<file path="config.mk">
export PLATFORM = sky130hd
export DESIGN_NAME = rename_slot_buffer
export DESIGN_NICKNAME = d
export VERILOG_FILES = /design/src/rtl/rsb_pkg.sv /design/src/rtl/rsb_rename_table.sv /design/src/rtl/rsb_slot_array.sv /design/src/rtl/rsb_oldest_pick.sv /design/src/rtl/rsb_ring_ctrl.sv /design/src/rtl/rename_slot_buffer.sv
export SDC_FILE = /design/constraint.sdc
export NUM_CORES = 1
export LEC_CHECK = 0
export BUFFER_PORTS_ARGS = -buffer_cell sky130_fd_sc_hd__buf_2
export CORE_ASPECT_RATIO = 0.8
export CORE_UTILIZATION = 41
export CTS_BUF_LIST = sky130_fd_sc_hd__clkbuf_2 sky130_fd_sc_hd__clkbuf_4 sky130_fd_sc_hd__clkbuf_8
export DETAILED_ROUTE_END_ITERATION = 12
export GPL_ROUTABILITY_DRIVEN = 0
export SLEW_MARGIN = 20
export SYNTH_ARGS = -nofsm -noshare
export SYNTH_HDL_FRONTEND = slang
export SYNTH_SLANG_ARGS = --single-unit
</file>
<file path="constraint.sdc">
create_clock -name clk -period 12.43 [get_ports clk]
set_clock_uncertainty 0.05 [all_clocks]
set_input_delay 1.8645 -clock clk [delete_from_list [all_inputs] [get_ports clk]]
set_output_delay 1.8645 -clock clk [all_outputs]
set_load 0.02 [all_outputs]
</file>
<file path="src/rtl/rsb_pkg.sv">
`timescale 1ns/1ps
package rsb_pkg;
    // SLOTS must be a power of two: pointers wrap by natural overflow.
    localparam int unsigned SLOTS  = 8;
    localparam int unsigned REGS   = 8;
    localparam int unsigned DATA_W = 16;
    localparam int unsigned OP_W   = 4;
    localparam int unsigned TAG_W  = $clog2(SLOTS);
    localparam int unsigned REG_W  = $clog2(REGS);
    localparam int unsigned CNT_W  = $clog2(SLOTS + 1);

    typedef logic [TAG_W-1:0]  tag_t;
    typedef logic [REG_W-1:0]  reg_t;
    typedef logic [DATA_W-1:0] data_t;
    typedef logic [OP_W-1:0]   op_t;
    typedef logic [CNT_W-1:0]  cnt_t;

    // When present is clear, the low TAG_W bits of val name the producer.
    typedef struct packed {
        logic  present;
        data_t val;
    } operand_t;

    typedef struct packed {
        logic     inuse;
        logic     started;
        op_t      op;
        operand_t a;
        operand_t b;
    } slot_t;

    typedef struct packed {
        logic  valid;
        tag_t  tag;
        data_t data;
    } bcast_t;

    function automatic operand_t snoop(operand_t cur, bcast_t bc);
        operand_t r;
        r = cur;
        if (!cur.present && bc.valid && cur.val[TAG_W-1:0] == bc.tag) begin
            r.present = 1'b1;
            r.val     = bc.data;
        end
        return r;
    endfunction

    function automatic operand_t pending(tag_t t);
        operand_t r;
        r.present = 1'b0;
        r.val     = data_t'(t);
        return r;
    endfunction

    function automatic tag_t next_tag(tag_t t);
        return t + tag_t'(1);
    endfunction
endpackage

</file>
<file path="src/rtl/rsb_rename_table.sv">
`timescale 1ns/1ps
module rsb_rename_table
    import rsb_pkg::*;
(
    input  logic     clk,
    input  logic     rst,
    input  bcast_t   bc,
    input  logic     wr_en,
    input  reg_t     wr_reg,
    input  tag_t     wr_tag,
    input  reg_t     rd_reg_a,
    input  reg_t     rd_reg_b,
    output operand_t rd_a,
    output operand_t rd_b
);
    operand_t map_q [REGS];

    always_ff @(posedge clk) begin
        for (int i = 0; i < REGS; i++) begin
            if (rst) begin
                map_q[i].present <= 1'b1;
                map_q[i].val     <= data_t'(i);
            end else if (wr_en && wr_reg == reg_t'(i)) begin
                map_q[i] <= pending(wr_tag);
            end else begin
                map_q[i] <= snoop(map_q[i], bc);
            end
        end
    end

    // Reads see a same-cycle broadcast so a new slot never misses it.
    assign rd_a = snoop(map_q[rd_reg_a], bc);
    assign rd_b = snoop(map_q[rd_reg_b], bc);

    // A fresh mapping always starts out pending, whatever the bus carries.
    assert_rename_write_wins_R7: assert property (@(posedge clk) disable iff (rst)
        wr_en |=> !map_q[$past(wr_reg)].present);
endmodule

</file>
<file path="src/rtl/rsb_slot_array.sv">
`timescale 1ns/1ps
module rsb_slot_array
    import rsb_pkg::*;
(
    input  logic                    clk,
    input  logic                    rst,
    input  logic                    alloc_en,
    input  tag_t                    alloc_idx,
    input  op_t                     alloc_op,
    input  operand_t                alloc_a,
    input  operand_t                alloc_b,
    input  bcast_t                  bc,
    input  logic                    start_en,
    input  tag_t                    start_idx,
    input  logic                    done_en,
    input  tag_t                    done_idx,
    output logic [SLOTS-1:0]        inuse_vec,
    output logic [SLOTS-1:0]        cand_vec,
    output op_t   [SLOTS-1:0]       op_vec,
    output data_t [SLOTS-1:0]       a_vec,
    output data_t [SLOTS-1:0]       b_vec
);
    slot_t slot_q [SLOTS];

    always_ff @(posedge clk) begin
        for (int i = 0; i < SLOTS; i++) begin
            if (rst) begin
                slot_q[i] <= '0;
            end else if (alloc_en && alloc_idx == tag_t'(i)) begin
                slot_q[i].inuse   <= 1'b1;
                slot_q[i].started <= 1'b0;
                slot_q[i].op      <= alloc_op;
                slot_q[i].a       <= alloc_a;
                slot_q[i].b       <= alloc_b;
            end else begin
                slot_q[i].a <= snoop(slot_q[i].a, bc);
                slot_q[i].b <= snoop(slot_q[i].b, bc);
                if (start_en && start_idx == tag_t'(i))
                    slot_q[i].started <= 1'b1;
                if (done_en && done_idx == tag_t'(i))
                    slot_q[i].inuse <= 1'b0;
            end
        end
    end

    generate
        for (genvar g = 0; g < SLOTS; g++) begin : g_view
            assign inuse_vec[g] = slot_q[g].inuse;
            assign cand_vec[g]  = slot_q[g].inuse && !slot_q[g].started &&
                                  slot_q[g].a.present && slot_q[g].b.present;
            assign op_vec[g]    = slot_q[g].op;
            assign a_vec[g]     = slot_q[g].a.val;
            assign b_vec[g]     = slot_q[g].b.val;

            assert_operand_hold_R3: assert property (@(posedge clk) disable iff (rst)
                (slot_q[g].inuse && slot_q[g].a.present && slot_q[g].b.present &&
                 !(alloc_en && alloc_idx == tag_t'(g)))
                |=> (slot_q[g].a.present && slot_q[g].b.present));
        end
    endgenerate

    assert_start_is_candidate_R4: assert property (@(posedge clk) disable iff (rst)
        start_en |-> cand_vec[start_idx]);

    assert_start_sticks_R4: assert property (@(posedge clk) disable iff (rst)
        start_en |=> slot_q[$past(start_idx)].started);

    assert_done_live_R10: assert property (@(posedge clk) disable iff (rst)
        done_en |-> slot_q[done_idx].inuse);
endmodule

</file>
<file path="src/rtl/rsb_oldest_pick.sv">
`timescale 1ns/1ps
module rsb_oldest_pick
    import rsb_pkg::*;
(
    input  logic [SLOTS-1:0] cand_vec,
    input  tag_t             base,
    output logic             pick_valid,
    output tag_t             pick_idx
);
    always_comb begin
        pick_valid = 1'b0;
        pick_idx   = base;
        for (int k = 0; k < SLOTS; k++) begin
            if (!pick_valid && cand_vec[base + tag_t'(k)]) begin
                pick_valid = 1'b1;
                pick_idx   = base + tag_t'(k);
            end
        end
    end
endmodule

</file>
<file path="src/rtl/rsb_ring_ctrl.sv">
`timescale 1ns/1ps
module rsb_ring_ctrl
    import rsb_pkg::*;
(
    input  logic             clk,
    input  logic             rst,
    input  logic             alloc_req,
    input  logic [SLOTS-1:0] inuse_vec,
    output tag_t             aptr,
    output tag_t             dptr,
    output logic             alloc_ok
);
    localparam cnt_t FULL = cnt_t'(SLOTS);

    cnt_t occ_q;
    logic alloc_fire;
    logic free_fire;

    assign alloc_ok   = (occ_q != FULL);
    assign alloc_fire = alloc_req && alloc_ok;
    assign free_fire  = (occ_q != cnt_t'(0)) && !inuse_vec[dptr];

    always_ff @(posedge clk) begin
        if (rst) begin
            aptr  <= '0;
            dptr  <= '0;
            occ_q <= '0;
        end else begin
            if (alloc_fire) aptr <= next_tag(aptr);
            if (free_fire)  dptr <= next_tag(dptr);
            case ({alloc_fire, free_fire})
                2'b10:   occ_q <= occ_q + cnt_t'(1);
                2'b01:   occ_q <= occ_q - cnt_t'(1);
                default: occ_q <= occ_q;
            endcase
        end
    end

    assert_dealloc_waits_R10: assert property (@(posedge clk) disable iff (rst)
        inuse_vec[dptr] |=> $stable(dptr));
endmodule

</file>
<file path="src/rtl/rename_slot_buffer.sv">
`timescale 1ns/1ps
module rename_slot_buffer
    import rsb_pkg::*;
(
    input  logic              clk,
    input  logic              rst,
    input  logic              alloc_valid,
    input  logic [OP_W-1:0]   alloc_op,
    input  logic [REG_W-1:0]  alloc_dst,
    input  logic [REG_W-1:0]  alloc_src_a,
    input  logic [REG_W-1:0]  alloc_src_b,
    output logic              alloc_ready,
    output logic [TAG_W-1:0]  alloc_tag,
    output logic              disp_valid,
    input  logic              disp_accept,
    output logic [TAG_W-1:0]  disp_tag,
    output logic [OP_W-1:0]   disp_op,
    output logic [DATA_W-1:0] disp_opnd_a,
    output logic [DATA_W-1:0] disp_opnd_b,
    input  logic              res_valid,
    input  logic [TAG_W-1:0]  res_tag,
    input  logic [DATA_W-1:0] res_data,
    input  logic              done_valid,
    input  logic [TAG_W-1:0]  done_tag
);
    tag_t             aptr;
    tag_t             dptr;
    logic             alloc_ok;
    logic             alloc_fire;
    logic             start_fire;
    logic [SLOTS-1:0] inuse_vec;
    logic [SLOTS-1:0] cand_vec;
    op_t   [SLOTS-1:0] op_vec;
    data_t [SLOTS-1:0] a_vec;
    data_t [SLOTS-1:0] b_vec;
    operand_t         rd_a;
    operand_t         rd_b;
    bcast_t           bc;
    logic             pick_valid;
    tag_t             pick_idx;

    assign bc.valid   = res_valid;
    assign bc.tag     = res_tag;
    assign bc.data    = res_data;
    assign alloc_fire = alloc_valid && alloc_ok;
    assign start_fire = pick_valid && disp_accept;

    rsb_ring_ctrl ring_i (
        .clk       (clk),
        .rst       (rst),
        .alloc_req (alloc_valid),
        .inuse_vec (inuse_vec),
        .aptr      (aptr),
        .dptr      (dptr),
        .alloc_ok  (alloc_ok)
    );

    rsb_rename_table rename_i (
        .clk      (clk),
        .rst      (rst),
        .bc       (bc),
        .wr_en    (alloc_fire),
        .wr_reg   (alloc_dst),
        .wr_tag   (aptr),
        .rd_reg_a (alloc_src_a),
        .rd_reg_b (alloc_src_b),
        .rd_a     (rd_a),
        .rd_b     (rd_b)
    );

    rsb_slot_array slots_i (
        .clk       (clk),
        .rst       (rst),
        .alloc_en  (alloc_fire),
        .alloc_idx (aptr),
        .alloc_op  (alloc_op),
        .alloc_a   (rd_a),
        .alloc_b   (rd_b),
        .bc        (bc),
        .start_en  (start_fire),
        .start_idx (pick_idx),
        .done_en   (done_valid),
        .done_idx  (done_tag),
        .inuse_vec (inuse_vec),
        .cand_vec  (cand_vec),
        .op_vec    (op_vec),
        .a_vec     (a_vec),
        .b_vec     (b_vec)
    );

    rsb_oldest_pick pick_i (
        .cand_vec   (cand_vec),
        .base       (dptr),
        .pick_valid (pick_valid),
        .pick_idx   (pick_idx)
    );

    assign alloc_ready = alloc_ok;
    assign alloc_tag   = aptr;
    assign disp_valid  = pick_valid;
    assign disp_tag    = pick_idx;
    assign disp_op     = op_vec[pick_idx];
    assign disp_opnd_a = a_vec[pick_idx];
    assign disp_opnd_b = b_vec[pick_idx];

    assert_tag_steps_R2: assert property (@(posedge clk) disable iff (rst)
        (alloc_valid && alloc_ready) |=> alloc_tag == next_tag($past(alloc_tag)));

    assert_no_overflow_R9: assert property (@(posedge clk) disable iff (rst)
        (alloc_valid && !alloc_ready) |=> $stable(alloc_tag));
endmodule

</file>
==> results by group <==
Outcome
  • Status: complete, no violations

Power
  • VDD IR max: ~0.00033 V
  • Logic gate share of total power: between 40% and 50%
  • Seq pwr share: between 30% and 40%
  • Pleak: 10.5 nW
  • NetSw: around 2.8 mW
  • Power Dens Cells: between 200 and 250 nW/µm²
  • Sw frac: about 44%
  • Clock share of power: 21.5%
  • Internal power: about 3.6 mW
  • Power Total: about 6.3 mW

Worst setup path
  • Startpoint Class: flip-flop
  • R2R depth: 12
  • CP startpoint: ring_i.dptr[0]
  • Critical path required time: ~11 ns
  • Worst R2R Start: ring_i.dptr[0]
  • Setup CP Type: reg2out
  • CP Max Fanout: 101
  • Critical Path AT: around 6.5 ns
  • CP endpoint kind: primary output
  • Worst path slowest cell: dfxtp_1
  • Critical path's largest stage delay: ~0.95 ns
  • Worst-path cell chain: inv_4 > ha_1 > inv_1 > mux2i_1 > nand4b_1 > nor4_1 > nor4_2 > nor2_4 > buf_12 > buf_4 > a211oi_1 > a311oi_1 > a21o_1 > buf_2

Floorplan
  • Initial Utilization: about two fifths
  • Area of the die: between 60000 and 70000 µm²
  • Rows: a little over 80
  • Die Wd: between 200 and 300 µm
  • IO Count: 85
  • Core area: 61100 µm²
  • Die height: between 200 and 250 µm

Clocking
  • Max clock buf depth: 3
  • Reg clk slew, reported paths: roughly 0.06 ns
  • CTS Sinks: roughly 470
  • Total CTS buffers: 80
  • PostCTS Resize Cnt: 0
  • CTS tree: done
  • Worst skew pair latency: around 0.7 ns
  • Post-CTS Setup Bufs: 0
  • Count of hold-fix buffers inserted at cts: 0
  • H-tree levels: 3
  • Clock Root Buffer: clkbuf_8

STA
  • Fmax: between 100 and 150 MHz
  • Final Slew Violations: 0
  • Worst-Margin Slew: 1.14 ns
  • Period utilization: between 60% and 70%
  • Post-layout min period: about 8.4 ns
  • Unrepaired setup endpoints after global routing: false
  • Final worst slack: 4.00 ns
  • Final setup fails: 0
  • Max_slew headroom: between 20% and 30%
  • Min Hold Slack: between 0.4 and 0.5 ns
  • Fin. Hold Viols: 0
  • TNS Setup: 0 ns

Yosys
  • Avg Synthesized Cell Area: 11.2 µm²
  • Cell area after synthesis: between 20000 and 30000 µm²
  • Net count after synthesis: between 2000 and 2500
  • Synthesized instance count: roughly 2300
  • Netlist cell types: 67
  • Cell accounting for the most synthesized area: edfxtp_1
  • Register bit total from synthesis: 466
  • Most common cell in the netlist: edfxtp_1
  • Post-synth ARST share: 0%
  • Seq/Total Area, Yosys: between 50% and 60%
  • Yosys top cell area share: roughly 54%
  • Yosys warns: 0
  • Area contributors post-synth: edfxtp_1 (54%), mux4_2 (7.0%), nand2_1 (6.0%), o21ai_0 (5.5%), and2_1 (3.0%)
  • Post-synth EDFFs: between 400 and 500
  • Predominant post-synthesis flop cell: edfxtp_1
  • Post-synth top cells: edfxtp_1 (455), nand2_1 (402), o21ai_0 (278), clkbuf_1 (138), and2_1 (120)

Place
  • Port Buf Inserts: 84
  • DPL Wire Length: 54.1 mm
  • Pre-CTS setup slack: 4.47 ns
  • Post-DP Area: about 27000 µm²
  • Placed cell count: 3059

Global routing
  • Total grt overflow: 0
  • Initial antenna violation count: 1
  • Global-route wire length before repair: around 130 mm
  • Largest net degree at the start of global routing: ~110
  • Vias in the first global route: slightly below 20000
  • GRT Total Usage: 27.5%

Layout
  • Share of cells above drive strength 1: between 15 and 20%
  • Post-route core utilization: between 40% and 50%
  • Nets: roughly 2400
  • Post-Layout Cell Count: around 3200
  • Layout area overhead: 12.2%
  • Post-route cell area: 28400 µm²

Detailed routing
  • WL met1: 35.0 mm
  • Drt drc: 0
  • Detail Route Antenna Nets: 0
  • DR WL met2: about 39 mm
  • Iteration-0 DRC Markers: 2173
  • WL/cell: approximately 27 µm
  • Met3 wire length: roughly 9.2 mm
  • Total wire length: roughly 86 mm
  • First-pass DRT Iterations: 5
  • Max Used Layer: met4
  • Via density: just over 6
  • Vias post-DR: between 15000 and 20000

Hold path
  • Worst hold path depth: 2
  • Hold WC Path Type: reg2reg
  • HP Start: ring_i.occ_q[3]

Run
  • Max cap viols: 0
-- logic make-up (layout without fill, tap and decap cells) --
group	count (synthesis)	count (layout)	synth area share, %
and+or+nand+nor	694	694	12.9
AOI/OAI and AO/OA	642	642	15.3
DFF	466	466	54.8
buffers and inverters	225	329	3.71
muxes	143	143	9.63
xor gates and xnor gates	88	88	3.04
adders and majority gates	12	12	0.623
other	0	2	0
-- power by group through the flow --
stage | Clock (mW) | Combinational, mW | Sequential, mW
after floorplan | 0 | 1.94 | 2.03
after global placement | 0 | 2.83 | 2.07
after detailed placement | 0 | 2.86 | 2.07
after CTS | 1.38 | 2.87 | 2.04
after global routing | 1.44 | 3.12 | 2.06
final | 1.36 | 2.93 | 2.05
-- area by class of cell --
| type | count | area, µm² |
|---|---|---|
| fillers | 5548 | 32700 |
| flip-flops and latches | 466 | 13900 |
| multi-input cells | 1579 | 10900 |
| clock buffers | 103 | 1290 |
| well taps | 830 | 1040 |
| repair buffers | 146 | 902 |
| clock inverters | 41 | 218 |
| inverters | 39 | 151 |
| diodes | 2 | 5.00 |
-- layout by cell type, fill, tap and decap left out, types with 62 or more instances in the layout --
| cell | n |
|---|---|
| and2_1 | 120 |
| mux4_2 | 79 |
| a21oi_1 | 112 |
| a211oi_1 | 62 |
| nor2_1 | 76 |
| clkbuf_8 | 83 |
| buf_2 | 84 |
| o21ai_0 | 278 |
| edfxtp_1 | 455 |
| nand2_1 | 402 |
-- state kept, by name (all words and copies together) (netlist names) --
| name | flops |
|---|---|
| slots_i.slot_q | 320 |
| ring_i.occ_q | 4 |
| ring_i.dptr | 3 |
| ring_i.aptr | 3 |
| rename_i.map_q | 136 |
-- critical path: cells and delay by family (launching register included) --
family	cells	cell delay [ns]
buf+inv	5	1.77
mux	1	0.41
flops	1	0.95
simple gates	4	1.42
fa+ha+maj	1	0.50
compound gates	3	0.65
-- path summary, 6_finish.rpt --
check / endpoint / slack (ns)
min: ring_i.occ_q[3] / 0.47
min reg2reg: ring_i.occ_q[3] / 0.47
max: disp_opnd_a[10] / 4.00
max reg2reg: slots_i.slot_q[1][158] / 7.00
-- layer usage --
metal	global-route usage, %	vias up
met5	0	-
met4	9.41	0
met3	5.22	182
met2	42.7	1177
met1	38.6	9879
li1	-	8571
Note: power is estimated with default switching activity, not from simulation.
